## src/rtl/sxq_pkg.sv

```systemverilog
package sxq_pkg;

  typedef enum logic [1:0] {
    SXQ_IDLE  = 2'd0,
    SXQ_WIN   = 2'd1,
    SXQ_ERASE = 2'd2
  } sxq_state_e;

endpackage

```

## src/rtl/sxq_timer.sv

```systemverilog
module sxq_timer #(
  parameter int CYCLES = 8000
) (
  input  logic clk,
  input  logic rst_n,
  input  logic run,
  input  logic restart,
  output logic at_last
);
  localparam int CW = (CYCLES > 2) ? $clog2(CYCLES) : 1;
  localparam logic [CW-1:0] LAST = CW'(CYCLES - 1);

  logic [CW-1:0] cnt_q, cnt_d;
  logic          cnt_en;

  always_comb begin
    cnt_en = 1'b0;
    cnt_d  = cnt_q;
    if (restart) begin
      cnt_en = 1'b1;
      cnt_d  = '0;
    end else if (run && (cnt_q != LAST)) begin
      cnt_en = 1'b1;
      cnt_d  = cnt_q + 1'b1;
    end
  end

  always_ff @(posedge clk or negedge rst_n) begin
    if (!rst_n)      cnt_q <= '0;
    else if (cnt_en) cnt_q <= cnt_d;
  end

  assign at_last = run && (cnt_q == LAST);

endmodule

```

## src/rtl/sxq_mask.sv

```systemverilog
module sxq_mask #(
  parameter int N_SECT = 8,
  localparam int SEL_W = $clog2(N_SECT)
) (
  input  logic              clk,
  input  logic              rst_n,
  input  logic              clear,
  input  logic              add,
  input  logic [SEL_W-1:0]  sel,
  output logic [N_SECT-1:0] mask
);
  for (genvar i = 0; i < N_SECT; i++) begin : g_bit
    logic hit, bit_en, bit_d, bit_q;

    always_comb begin
      hit    = add && (sel == SEL_W'(i));
      bit_en = clear || hit;
      bit_d  = !clear;
    end

    always_ff @(posedge clk or negedge rst_n) begin
      if (!rst_n)      bit_q <= 1'b0;
      else if (bit_en) bit_q <= bit_d;
    end

    assign mask[i] = bit_q;
  end

endmodule

```

## src/rtl/sxq_ctrl.sv

```systemverilog
module sxq_ctrl
  import sxq_pkg::*;
(
  input  logic clk,
  input  logic rst_n,
  input  logic cmd_sec_erase,
  input  logic cmd_other,
  input  logic we_fall,
  input  logic erase_done,
  input  logic at_last,
  output logic timer_run,
  output logic timer_restart,
  output logic mask_add,
  output logic mask_clear,
  output logic window_open,
  output logic erase_active,
  output logic erase_start
);
  sxq_state_e state_q, state_d;
  logic       start_q, start_d;
  logic       accept, quiet;

  always_comb begin
    accept        = cmd_sec_erase && !cmd_other;
    quiet         = !accept && !we_fall && !cmd_other;
    state_d       = state_q;
    start_d       = 1'b0;
    timer_restart = 1'b0;
    mask_add      = 1'b0;
    mask_clear    = 1'b0;
    unique case (state_q)
      SXQ_IDLE: begin
        if (accept) begin
          state_d       = SXQ_WIN;
          mask_add      = 1'b1;
          timer_restart = 1'b1;
        end
      end
      SXQ_WIN: begin
        if (cmd_other) begin
          state_d    = SXQ_IDLE;
          mask_clear = 1'b1;
        end else if (accept || we_fall) begin
          mask_add      = accept;
          timer_restart = 1'b1;
        end else if (quiet && at_last) begin
          state_d = SXQ_ERASE;
          start_d = 1'b1;
        end
      end
      SXQ_ERASE: begin
        if (erase_done) begin
          state_d    = SXQ_IDLE;
          mask_clear = 1'b1;
        end
      end
      default: begin
        state_d    = SXQ_IDLE;
        mask_clear = 1'b1;
      end
    endcase
  end

  always_ff @(posedge clk or negedge rst_n) begin
    if (!rst_n) begin
      state_q <= SXQ_IDLE;
      start_q <= 1'b0;
    end else begin
      state_q <= state_d;
      start_q <= start_d;
    end
  end

  assign timer_run    = (state_q == SXQ_WIN);
  assign window_open  = (state_q == SXQ_WIN);
  assign erase_active = (state_q == SXQ_ERASE);
  assign erase_start  = start_q;

endmodule

```

## src/rtl/sector_erase_queue.sv

```systemverilog
module sector_erase_queue #(
  parameter int CLK_MHZ   = 100,
  parameter int WINDOW_US = 80,
  parameter int N_SECT    = 8,
  localparam int SEL_W    = $clog2(N_SECT),
  localparam int TIMEOUT  = CLK_MHZ * WINDOW_US
) (
  input  logic              clk,
  input  logic              rst_n,
  input  logic              cmd_sec_erase,
  input  logic [SEL_W-1:0]  cmd_sector,
  input  logic              we_fall,
  input  logic              cmd_other,
  input  logic              erase_done,
  output logic              window_open,
  output logic              erase_active,
  output logic              erase_start,
  output logic [N_SECT-1:0] erase_mask
);
  logic timer_run, timer_restart, at_last, mask_add, mask_clear;

  sxq_ctrl u_ctrl (
    .clk           (clk),
    .rst_n         (rst_n),
    .cmd_sec_erase (cmd_sec_erase),
    .cmd_other     (cmd_other),
    .we_fall       (we_fall),
    .erase_done    (erase_done),
    .at_last       (at_last),
    .timer_run     (timer_run),
    .timer_restart (timer_restart),
    .mask_add      (mask_add),
    .mask_clear    (mask_clear),
    .window_open   (window_open),
    .erase_active  (erase_active),
    .erase_start   (erase_start)
  );

  sxq_timer #(.CYCLES(TIMEOUT)) u_timer (
    .clk     (clk),
    .rst_n   (rst_n),
    .run     (timer_run),
    .restart (timer_restart),
    .at_last (at_last)
  );

  sxq_mask #(.N_SECT(N_SECT)) u_mask (
    .clk   (clk),
    .rst_n (rst_n),
    .clear (mask_clear),
    .add   (mask_add),
    .sel   (cmd_sector),
    .mask  (erase_mask)
  );

endmodule

```

## config.mk

```make
export PLATFORM = sky130hd
export DESIGN_NAME = sector_erase_queue
export DESIGN_NICKNAME = d
export VERILOG_FILES = /design/src/rtl/sxq_pkg.sv /design/src/rtl/sxq_timer.sv /design/src/rtl/sxq_mask.sv /design/src/rtl/sxq_ctrl.sv /design/src/rtl/sector_erase_queue.sv
export SDC_FILE = /design/constraint.sdc
export NUM_CORES = 1
export LEC_CHECK = 0
export CAP_MARGIN = 20
export CORE_MARGIN = 5
export CORE_UTILIZATION = 40
export CTS_CLUSTER_DIAMETER = 200
export DETAILED_ROUTE_END_ITERATION = 10
export PLACE_DENSITY = 0.62
export SLEW_MARGIN = 20
export SYNTH_ARGS = -nofsm -noshare
export SYNTH_HDL_FRONTEND = slang
export SYNTH_HIERARCHICAL = 1
export SYNTH_SLANG_ARGS = --single-unit
```

## constraint.sdc

```tcl
create_clock -name clk -period 2.2 [get_ports clk]
set_clock_uncertainty 0.15 [all_clocks]
set_input_delay 0.22 -clock clk [delete_from_list [all_inputs] [get_ports clk]]
set_output_delay 0.22 -clock clk [all_outputs]
set_load 0.01 [all_outputs]
```

# Yosys cells after proc, flatten, opt, wreduce, memory -nomap -nowiden
# Index checks and enable logic that the tools add are counted.
[classes]
shifts = 0
n_reduce_logical = 32
n_eq_ne = 15
bitwise = 0
order_cmp = 0
n_addsub = 1
n_mul = 0
div = 0
n_mux = 24
[op_table]
columns = ["operator", "n"]
rows = [
  ["13-bit 2-to-1 mux", 2],
  ["1-bit logical AND", 14],
  ["13-bit by 1-bit adder with 13-bit output (second input constant)", 1],
  ["13-bit equality test (second input constant)", 1],
  ["1-bit 2-to-1 mux", 13],
  ["13-bit != test (second input constant)", 1],
  ["3-bit equality test (second input constant)", 4],
  ["2-bit 2-to-1 mux", 5],
  ["1-bit logical OR", 9],
  ["3-bit by 2-bit equality test with 1-bit output (second input constant)", 2],
  ["3-bit != test (second input constant)", 2],
  ["2-bit case mux with 3 select lines", 1],
  ["1-bit logical NOT", 4],
  ["1-bit case mux with 2 select lines", 2],
  ["4-bit AND reduction", 1],
  ["3-bit by 1-bit equality test with 1-bit output (second input constant)", 1],
  ["3-bit logical NOT", 1],
  ["1-bit case mux with 3 select lines", 1],
  ["2-bit by 1-bit equality test with 1-bit output (second input constant)", 1],
  ["2-bit equality test (second input constant)", 1],
  ["2-bit logical NOT", 1],
  ["2-bit by 1-bit != test with 1-bit output (second input constant)", 1],
  ["2-bit != test (second input constant)", 1],
  ["2-bit AND reduction", 1],
  ["2-bit nonzero test", 1],
]
[totals]
memories = 0
output_inout_bits = 11
register_bits = 24
latch_bits = 0
input_bits = 9
mem_bits_ro = 0
elab_cells = 83
ramBits = 0

# Depth between registers and ports, before layout
# Gate-level depths: netlist of the first run.
[depth]
word_depth = 10
mapped_depth = 7
depth_no_buf = 7

# Modules after synthesis
# Netlist of the first run, hierarchy kept.
[modules_own_cells]
columns = ["mod", "area_per_inst_um2", "instances", "cells_per_inst", "seq_area_each_um2"]
rows = [
  ["sxq_timer", 721.9, 1, 72, 325.3],
  ["sxq_mask", 407.9, 1, 40, 200.2],
  ["sxq_ctrl", 181.4, 1, 18, 75.1],
]

# Worst setup path after synthesis of the first run
# Ideal clock, no wire load.
[synth_timing]
path_kind = "register -> register"
start = "register u_ctrl.state_q[1]"
end = "register u_ctrl.state_q[0]"
setup_ps = 130
path_buffers = 0
synth_period_minus_slack_ps = 1876
setup_slack_ps = 324
stages_incl_launch_ff = 8
t_required_ps = 1920
t_arrival_ps = 1596
path_cell_list = "dfrtp_1 > nor2b_1 > and3_1 > nand2_1 > nor3_1 > nand2b_1 > a21oi_1 > nor3_1"
[synth_between]
elab_chain_len = 5
word_cells_on_any_way = 11
classes_between = "eq/ne (6); mux (1); reduce/logical (4)"
[synth_lines]
columns = ["item", "line", "rtl"]
rows = [
  ["start, declared", "sxq_ctrl.sv:19", "sxq_state_e state_q, state_d;"],
  ["start signal, assigned", "sxq_ctrl.sv:69", "state_q <= state_d;"],
  ["2-bit by 1-bit equality test with 1-bit output", "sxq_ctrl.sv:74", "assign timer_run = (state_q == SXQ_WIN);"],
  ["named net timer_run", "sector_erase_queue.sv:20", "logic timer_run, timer_restart, at_last, mask_add, mask_clear;"],
  ["1-bit logical AND", "sxq_timer.sv:33", "assign at_last = run && (cnt_q == LAST);"],
  ["named net at_last", "sector_erase_queue.sv:20", ""],
  ["1-bit logical AND", "sxq_ctrl.sv:46", "end else if (quiet && at_last) begin"],
  ["3-bit != test (no line)", "-", ""],
  ["4-bit AND reduction (no line)", "-", ""],
]
# The timed path passes the listed nets, and every way through them passes these cells.
# A chain may end at the register's enable or synchronous reset.

# Final worst setup path of the first run
[layout_timing]
start = "register u_ctrl.state_q[0]"
end = "output port window_open"
[layout_between]
elab_chain_len = 1
[layout_lines]
columns = ["item", "line", "rtl"]
rows = [
  ["2-bit by 1-bit equality test with 1-bit output", "sxq_ctrl.sv:75", "assign window_open = (state_q == SXQ_WIN);"],
  ["end, declared", "sector_erase_queue.sv:15", "output logic window_open,"],
]
# No other way between the ends.

==> results.txt, run 1 <==
----------------------------------------------------
[Yosys]
  Distinct cell type count after synthesis ... 37
  EDFF count, synth ... 0
  Total of warnings raised by yosys ... 6
  Dominant cells by area after synthesis ... dfrtp_1 46%, a21oi_1 5.3%, buf_4 5.2%
  Yosys top cell area share ... approximately 46%
  Cell type with the highest aggregate area in the netlist ... dfrtp_1
  Top cells by instance count after synthesis ... 24 x dfrtp_1, 14 x a21oi_1, 14 x nor2_1
  Mean instance size in the synthesized netlist ... between 10 and 15 sq um
  Cell area after synthesis ... approximately 1300 sq um
  #FFs+latches synth ... 24
  Top_reg_cell synth ... dfrtp_1
  Sequential element share of the synthesized area ... 45.8%
  Post-synthesis net count ... 140
  Number of cells produced by synthesis ... 130
  Leading cell type by number of instances after synthesis ... dfrtp_1
  Fraction of synthesis flops using an asynchronous set or reset pin ... 100%

[Worst setup path]
  Type of the worst setup path ... reg2out
  Buffering stage count on the worst path with inverters included ... 2
  Critical-path top delay cell ... clkdlybuf4s50_1
  Worst-path cell chain ... nor2b_2 -> buf_4 -> clkdlybuf4s50_1
  Worst setup slack for register-to-register paths ... 0.37 ns
  Highest fanout seen on the critical path ... 7
  Delay-heaviest family, CP ... buffers and inverters
  Worst-case reg-to-reg path depth ... 6
  Startpoint kind of the worst setup timing path ... flip-flop
  Kind of end point of the critical path ... primary output
  Critical path data arrival time ... 1.68 ns
  Capture point of the worst reg-to-reg path ... u_timer/cnt_q[9]
  Required time at the worst-slack endpoint ... around 1.8 ns
  Startpoint of the most critical register-to-register path ... u_ctrl/state_q[0]
  Biggest cell delay along the critical path ... ~0.54 ns

[Timing]
  Highest Clock Rate ... roughly 0.5 GHz
  Tightest hold margin ... about 0.086 ns
  Unrepaired setup endpoints after global routing ... no
  Number of endpoints failing setup at the final stage ... 0
  Final hold viol count ... 0
  Aggregate negative setup slack ... 0 ns
  Actual transition at the worst max-transition pin ... 0.516 ns
  Share of the clock period used by the worst path ... around 93%
  Max_slew headroom ... 65.5%
  Time the worst path needs with I/O delays and setup ... between 2 and 2.5 ns
  Number of slew-limit violations in the final report ... 0

[CTS]
  Clock slew seen by the registers of the worst setup and hold paths ... approximately 0.14 ns
  Total number of clock tree sinks ... 24
  CTS Buf Count ... 3
  CTS Hold Buffers Added ... 0
  Max H-tree Level ... 1
  Buffer type at the clock tree root ... clkbuf_4
  CTS tree ... yes
  Maximum clock path buffer count ... 2
  Clk_lat worst skew ... between 0.3 and 0.4 ns

[Power]
  Power density over the cells ... between 600 and 700 nW/um^2
  Leak pwr ... 0.652 nW
  Peak supply drop ... roughly 0.00031 V

[Min path]
  Class of the most critical hold timing path ... in2async

[Cells and area]
  Fraction of layout instances using a drive strength above 1 ... 12.9%
  Count of antenna diodes in the layout ... 0
  Area added between synthesis and finish ... 20.1%
  Count of nets after finishing ... approximately 160
  Final cell utilization of the core ... between 50% and 60%
  Count of filler cells inserted in the layout ... a little over 300

[Place]
  Gp weighted congestion ... 0.811
  Post-DP HPWL ... roughly 1.9 mm
  Port buffer count ... 19

[Drt]
  Wirelength, routed ... 2.51 mm
  DRC marker count from the first detailed-route iteration ... 24
  Remaining design rule violation count ... 0
  Remaining antenna violation count ... 0
  First-pass iteration count of the detailed router ... 4
  Average wire length per cell after detail routing ... 13.1 um
  Vias per cell ... between 5 and 6
  Vias ... 978

[Global route]
  Vias in the first global route ... between 900 and 1000
  GRT Residual Overflow ... 0
  First-pass GRT wire length ... about 4.4 mm
  Aggregate global-route resource usage ... between 10% and 20%
  Pin count of the biggest net entering global routing ... 25
  Antenna violations before repair ... 0

[Floorplanning]
  Total Die Area ... roughly 4500 sq um
  CORE AREA ... around 3100 sq um
  Cell Rows ... 20
  Die width ... between 60 and 70 um
  Vertical die dimension ... 67.3 um
  IO Count ... 20
  Starting Density ... between 40% and 50%

[Run]
  # Max-Cap Violations ... 0

[Status]
  Result of the run ... completed

----------------------------------------------------
cell type report:
class	count	area (sq um)	share of cell area (%)
Tap cell	44	55.1	3.49
Clock buffer	3	22.5	1.43
Clock inverter	1	30.0	1.91
Inverter	8	30.0	1.91
Sequential cell	24	602	38.2
Multi-Input combinational cell	87	608	38.6
Timing Repair Buffer	24	228	14.5
flip-flops by register name, indices dropped and copies added, names as in the netlist:
name and flops:
u_timer/cnt_q 13, u_mask/g_bit.bit_q 8, u_ctrl/state_q 2, u_ctrl/erase_start 1
power by group:
part | total (mW) | switching, mW | internal [mW] | leakage, nW
clock network | 0.322 | 0.137 | 0.184 | 0.0279
registers | 0.510 | 0.0297 | 0.481 | 0.322
logic | 0.181 | 0.0826 | 0.0986 | 0.302
worst max path at each step:
stage | slack [ns] | start | cells after the start | endpoint
3_3_place_gp | 0.27 | cmd_other | 4 | u_mask/g_bit[0].bit_q
3_5_place_dp | 0.25 | cmd_other | 4 | u_mask/g_bit[0].bit_q
4_1_cts | 0.02 | u_ctrl/state_q[0] | 3 | window_open
2_1_floorplan | 0.32 | u_ctrl/state_q[1] | 7 | u_ctrl/state_q[0]
6_report | 0.15 | u_ctrl/state_q[0] | 3 | window_open
5_1_grt | 0.05 | u_ctrl/state_q[0] | 3 | window_open
cells by family after synthesis:
family | share of synthesized area [%]
simple gates | 28.1
flops | 45.8
compound gates | 11.1
buf+inv | 8.01
xor+xnor | 5.34
mux | 0.763
fa+ha+maj | 0.954
layout by cell type (no fill, tap or decap), drive strengths merged, types with 3 or more instances in the layout:
| cell type | instances |
|---|---|
| a21oi | 14 |
| buf | 5 |
| clkbuf | 3 |
| clkdlybuf4s50 | 19 |
| dfrtp | 24 |
| inv | 8 |
| nand2 | 6 |
| nand3 | 5 |
| nand4b | 3 |
| nand4bb | 3 |
| nor2 | 14 |
| nor3 | 6 |
| nor4 | 6 |
| xnor2 | 5 |
| xor2 | 3 |
per-layer routing:
metal	GRT usage, %	routed length [um]
met3	2.00	79
met1	17.4	1210
met4	5.06	32
met2	19.8	1180
met5	0	0
per-stage QoR:
stage	instance area [sq um]	setup slack (ns)	instances	power (mW)
after floorplan	1310	0.324	130	0.631
after global placement	1520	0.271	187	0.698
after detailed placement	1520	0.255	187	0.702
after CTS	1570	0.0214	191	1.03
after global routing	1580	0.0524	191	1.07
final	1580	0.151	191	1.01
repair_timing:
item	CTS	global route
resized for setup	0	2
setup endpoints to repair	0	1
setup buffers	0	0
No activity file was read; power rests on OpenSTA's default activity.
==> run 2, diff against run 1 <==
--- a/config.mk
+++ b/config.mk
@@ -6,6 +6,7 @@
 export NUM_CORES = 1
 export LEC_CHECK = 0
 export CAP_MARGIN = 20
+export CORE_ASPECT_RATIO = 1.4
 export CORE_MARGIN = 5
 export CORE_UTILIZATION = 40
 export CTS_CLUSTER_DIAMETER = 200
==> run 2 against run 1 <==
Hold slack gained 0.066 ns. Sequential power is essentially flat. Global-route usage grew 0.53 points. Total power grew 5.7%. Critical path type unchanged.
==> results.txt, run 2 (synthesized netlist as in run 1, its figures left out) <==
----------------------------------------------------
[Status]
  Result of the run ... completed

[Worst setup path]
  Type of the worst setup path ... reg2out
  Kind of end point of the critical path ... primary output
  Worst setup slack for register-to-register paths ... 0.28 ns (-0.09 ns)
  Required time at the worst-slack endpoint ... 1.83 ns (about the same)
  Worst-case reg-to-reg path depth ... 8 (+2)
  Startpoint kind of the worst setup timing path ... flip-flop
  Capture point of the worst reg-to-reg path ... u_ctrl/state_q[1]
  Highest fanout seen on the critical path ... 7 (unchanged)
  Critical path data arrival time ... 1.63 ns (-0.05 ns)
  Startpoint of the most critical register-to-register path ... u_ctrl/state_q[0]

[Timing]
  Time the worst path needs with I/O delays and setup ... 2.00 ns (-0.0478 ns)
  Actual transition at the worst max-transition pin ... 0.498 ns (-0.0179 ns)
  Number of slew-limit violations in the final report ... 0 (unchanged)
  Aggregate negative setup slack ... 0 ns (unchanged)
  Unrepaired setup endpoints after global routing ... no
  Tightest hold margin ... 0.153 ns (+0.0665 ns)
  Max_slew headroom ... 66.7% (+1.2 points)
  Final hold viol count ... 0 (unchanged)
  Number of endpoints failing setup at the final stage ... 0 (unchanged)
  Highest Clock Rate ... 0.500 GHz (+2.4%)
  Share of the clock period used by the worst path ... 91.0% (-2.2 points)

[CTS]
  CTS Hold Buffers Added ... 0 (unchanged)
  Clk_lat worst skew ... 0.26 ns (-0.06 ns)
  CTS tree ... yes
  Total number of clock tree sinks ... 24 (unchanged)
  CTS Buf Count ... 3 (unchanged)
  Max H-tree Level ... 1 (unchanged)
  Clock slew seen by the registers of the worst setup and hold paths ... 0.08 ns (-0.06 ns)
  Buffers inserted during post-CTS setup optimization ... 0 (unchanged)
  Total of cells resized after clock tree synthesis ... 0 (unchanged)
  Maximum clock path buffer count ... 2 (unchanged)
  Buffer type at the clock tree root ... clkbuf_8

[Power]
  Clk network pwr share ... 35.5% (+3.8 points)
  Register share of total power ... 47.7% (-2.7 points)
  Peak supply drop ... 0.000341 V (+8.4%)
  Total net switching power ... 250 uW (+0.15%)
  Share of total power consumed by net switching ... 23.3% (-1.3 points)
  P_int ... 821 uW (+7.5%)
  Logic pwr share ... 16.7% (-1.2 points)
  Power density over the cells ... 676 nW/um^2 (+5.1%)
  Leak pwr ... 0.660 nW (+1.3%)

[Cells and area]
  Flip-flop count of the largest register after layout ... 13 (unchanged)
  Register ranked first by flip-flop count ... u_timer/cnt_q
  Fraction of layout instances using a drive strength above 1 ... 11.6% (-1.4 points)
  Area added between synthesis and finish ... 20.8%
  Count of nets after finishing ... 158 (unchanged)
  Count of filler cells inserted in the layout ... 302 (-2.6%)
  Final design instance area without fill ... 1580 sq um (+0.56%)
  Highest-count cells in the layout ignoring fill and taps ... 24 x dfrtp_1, 19 x clkdlybuf4s50_1, 14 x a21oi_1, 14 x nor2_1, 8 x inv_1
  Count of antenna diodes in the layout ... 0 (unchanged)
  Biggest registers after layout ... u_timer/cnt_q: 13 flops, u_mask/g_bit.bit_q: 8 flops, u_ctrl/state_q: 2 flops
  Most common cell after layout, fill and taps aside ... dfrtp_1
  Non-filler instance count after layout ... 186 (-2.6%)

[Floorplanning]
  Cell Rows ... 24 (+20%)
  Vertical die dimension ... 77.7 um (+16%)
  CORE AREA ... 3150 sq um (+1.6%)
  Starting Density ... 41.6% (-0.67 points)
  Total Die Area ... 4540 sq um (+0.36%)
  IO Count ... 20 (unchanged)
  Die width ... 58.4 um (-13%)

[Place]
  Port buffer count ... 19 (unchanged)
  Post-DP HPWL ... 2.03 mm (+9.4%)
  Placed Area ... 1510 sq um (-0.41%)
  Count of placed standard cells including taps ... 182 (-2.7%)
  Gp weighted congestion ... 0.768 (-5.4%)

[Min path]
  Class of the most critical hold timing path ... in2async

[Global route]
  First-pass GRT wire length ... 4.80 mm (+9.1%)
  Antenna violations before repair ... 0 (unchanged)
  Vias in the first global route ... 1068 (+9.3%)
  Aggregate global-route resource usage ... 13.2% (+0.53 points)
  GRT Residual Overflow ... 0 (unchanged)
  Pin count of the biggest net entering global routing ... 25 (unchanged)

[Drt]
  Vias per cell ... 5.39 (+5.3%)
  Average wire length per cell after detail routing ... 14.2 um (+7.9%)
  Remaining design rule violation count ... 0 (unchanged)
  First-pass iteration count of the detailed router ... 4 (unchanged)
  Wirelength, routed ... 2.63 mm (+5.1%)
  DRC marker count from the first detailed-route iteration ... 23 (-4.2%)
  Remaining antenna violation count ... 0 (unchanged)
  Vias ... 1003 (+2.6%)

[Run]
  # Max-Cap Violations ... 0 (unchanged)

----------------------------------------------------
[run 2: cell count changes in the layout (fill, tap and decap cells not counted)]
cell	delta
clkbuf_8	+3
dfrtp_1	+1
nor2b_2	-1
nor2b_1	+1
clkbuf_4	-3
dfrtp_2	-1
[run 2: critical path, stage by stage (launching register included)]
cell and delay (ns):
dfrtp_1 0.45, nor2b_1 0.19, buf_4 0.17, clkdlybuf4s50_1 0.55
[run 2: cell type report]
cell class / instances / area, sq um / area share, %
clock buffers: 3 / 41.3 / 2.61
clock inverters: 1 / 30.0 / 1.90
inverters: 8 / 30.0 / 1.90
multi-input cells: 87 / 606 / 38.2
flip-flops and latches: 24 / 601 / 37.9
well taps: 39 / 48.8 / 3.08
repair buffers: 24 / 228 / 14.4
[run 2: routing by layer]
metal | track usage (%) | part of all wire, %
met2 | 24.3 | 55
met3 | 2.49 | 4.1
met4 | 4.87 | 2.2
met1 | 14.4 | 39
met5 | 0 | 0
[run 2: through the flow]
| stage | worst slack [ns] | util (%) | power, mW |
|---|---|---|---|
| final | 0.199 | 50.2 | 1.07 |
| after global routing | 0.0998 | 50.2 | 1.13 |
| after CTS | 0.201 | 50.2 | 1.09 |
| after detailed placement | 0.302 | 48.0 | 0.704 |
| after global placement | 0.307 | 48.0 | 0.698 |
| after floorplan | 0.324 | - | 0.631 |
[run 2: power by group through the flow]
stage	Combinational, mW	Clock (mW)	Sequential [mW]
5_1_grt	0.200	0.415	0.517
2_1_floorplan	0.119	0	0.512
3_3_place_gp	0.180	0	0.518
3_5_place_dp	0.184	0	0.520
4_1_cts	0.184	0.395	0.512
6_report	0.179	0.381	0.511
[run 2: how the worst max path moves through the flow]
| stage | slack [ns] | startpoint | to | cells after the start |
|---|---|---|---|---|
| floorplan | 0.32 | u_ctrl/state_q[1] | u_ctrl/state_q[0] | 7 |
| global placement | 0.31 | cmd_other | u_mask/g_bit[0].bit_q | 4 |
| detailed placement | 0.30 | cmd_other | u_mask/g_bit[0].bit_q | 4 |
| CTS | 0.20 | u_ctrl/state_q[0] | window_open | 3 |
| global route | 0.1 | u_ctrl/state_q[0] | u_ctrl/state_q[1] | 8 |
| finish | 0.20 | u_ctrl/state_q[0] | window_open | 3 |
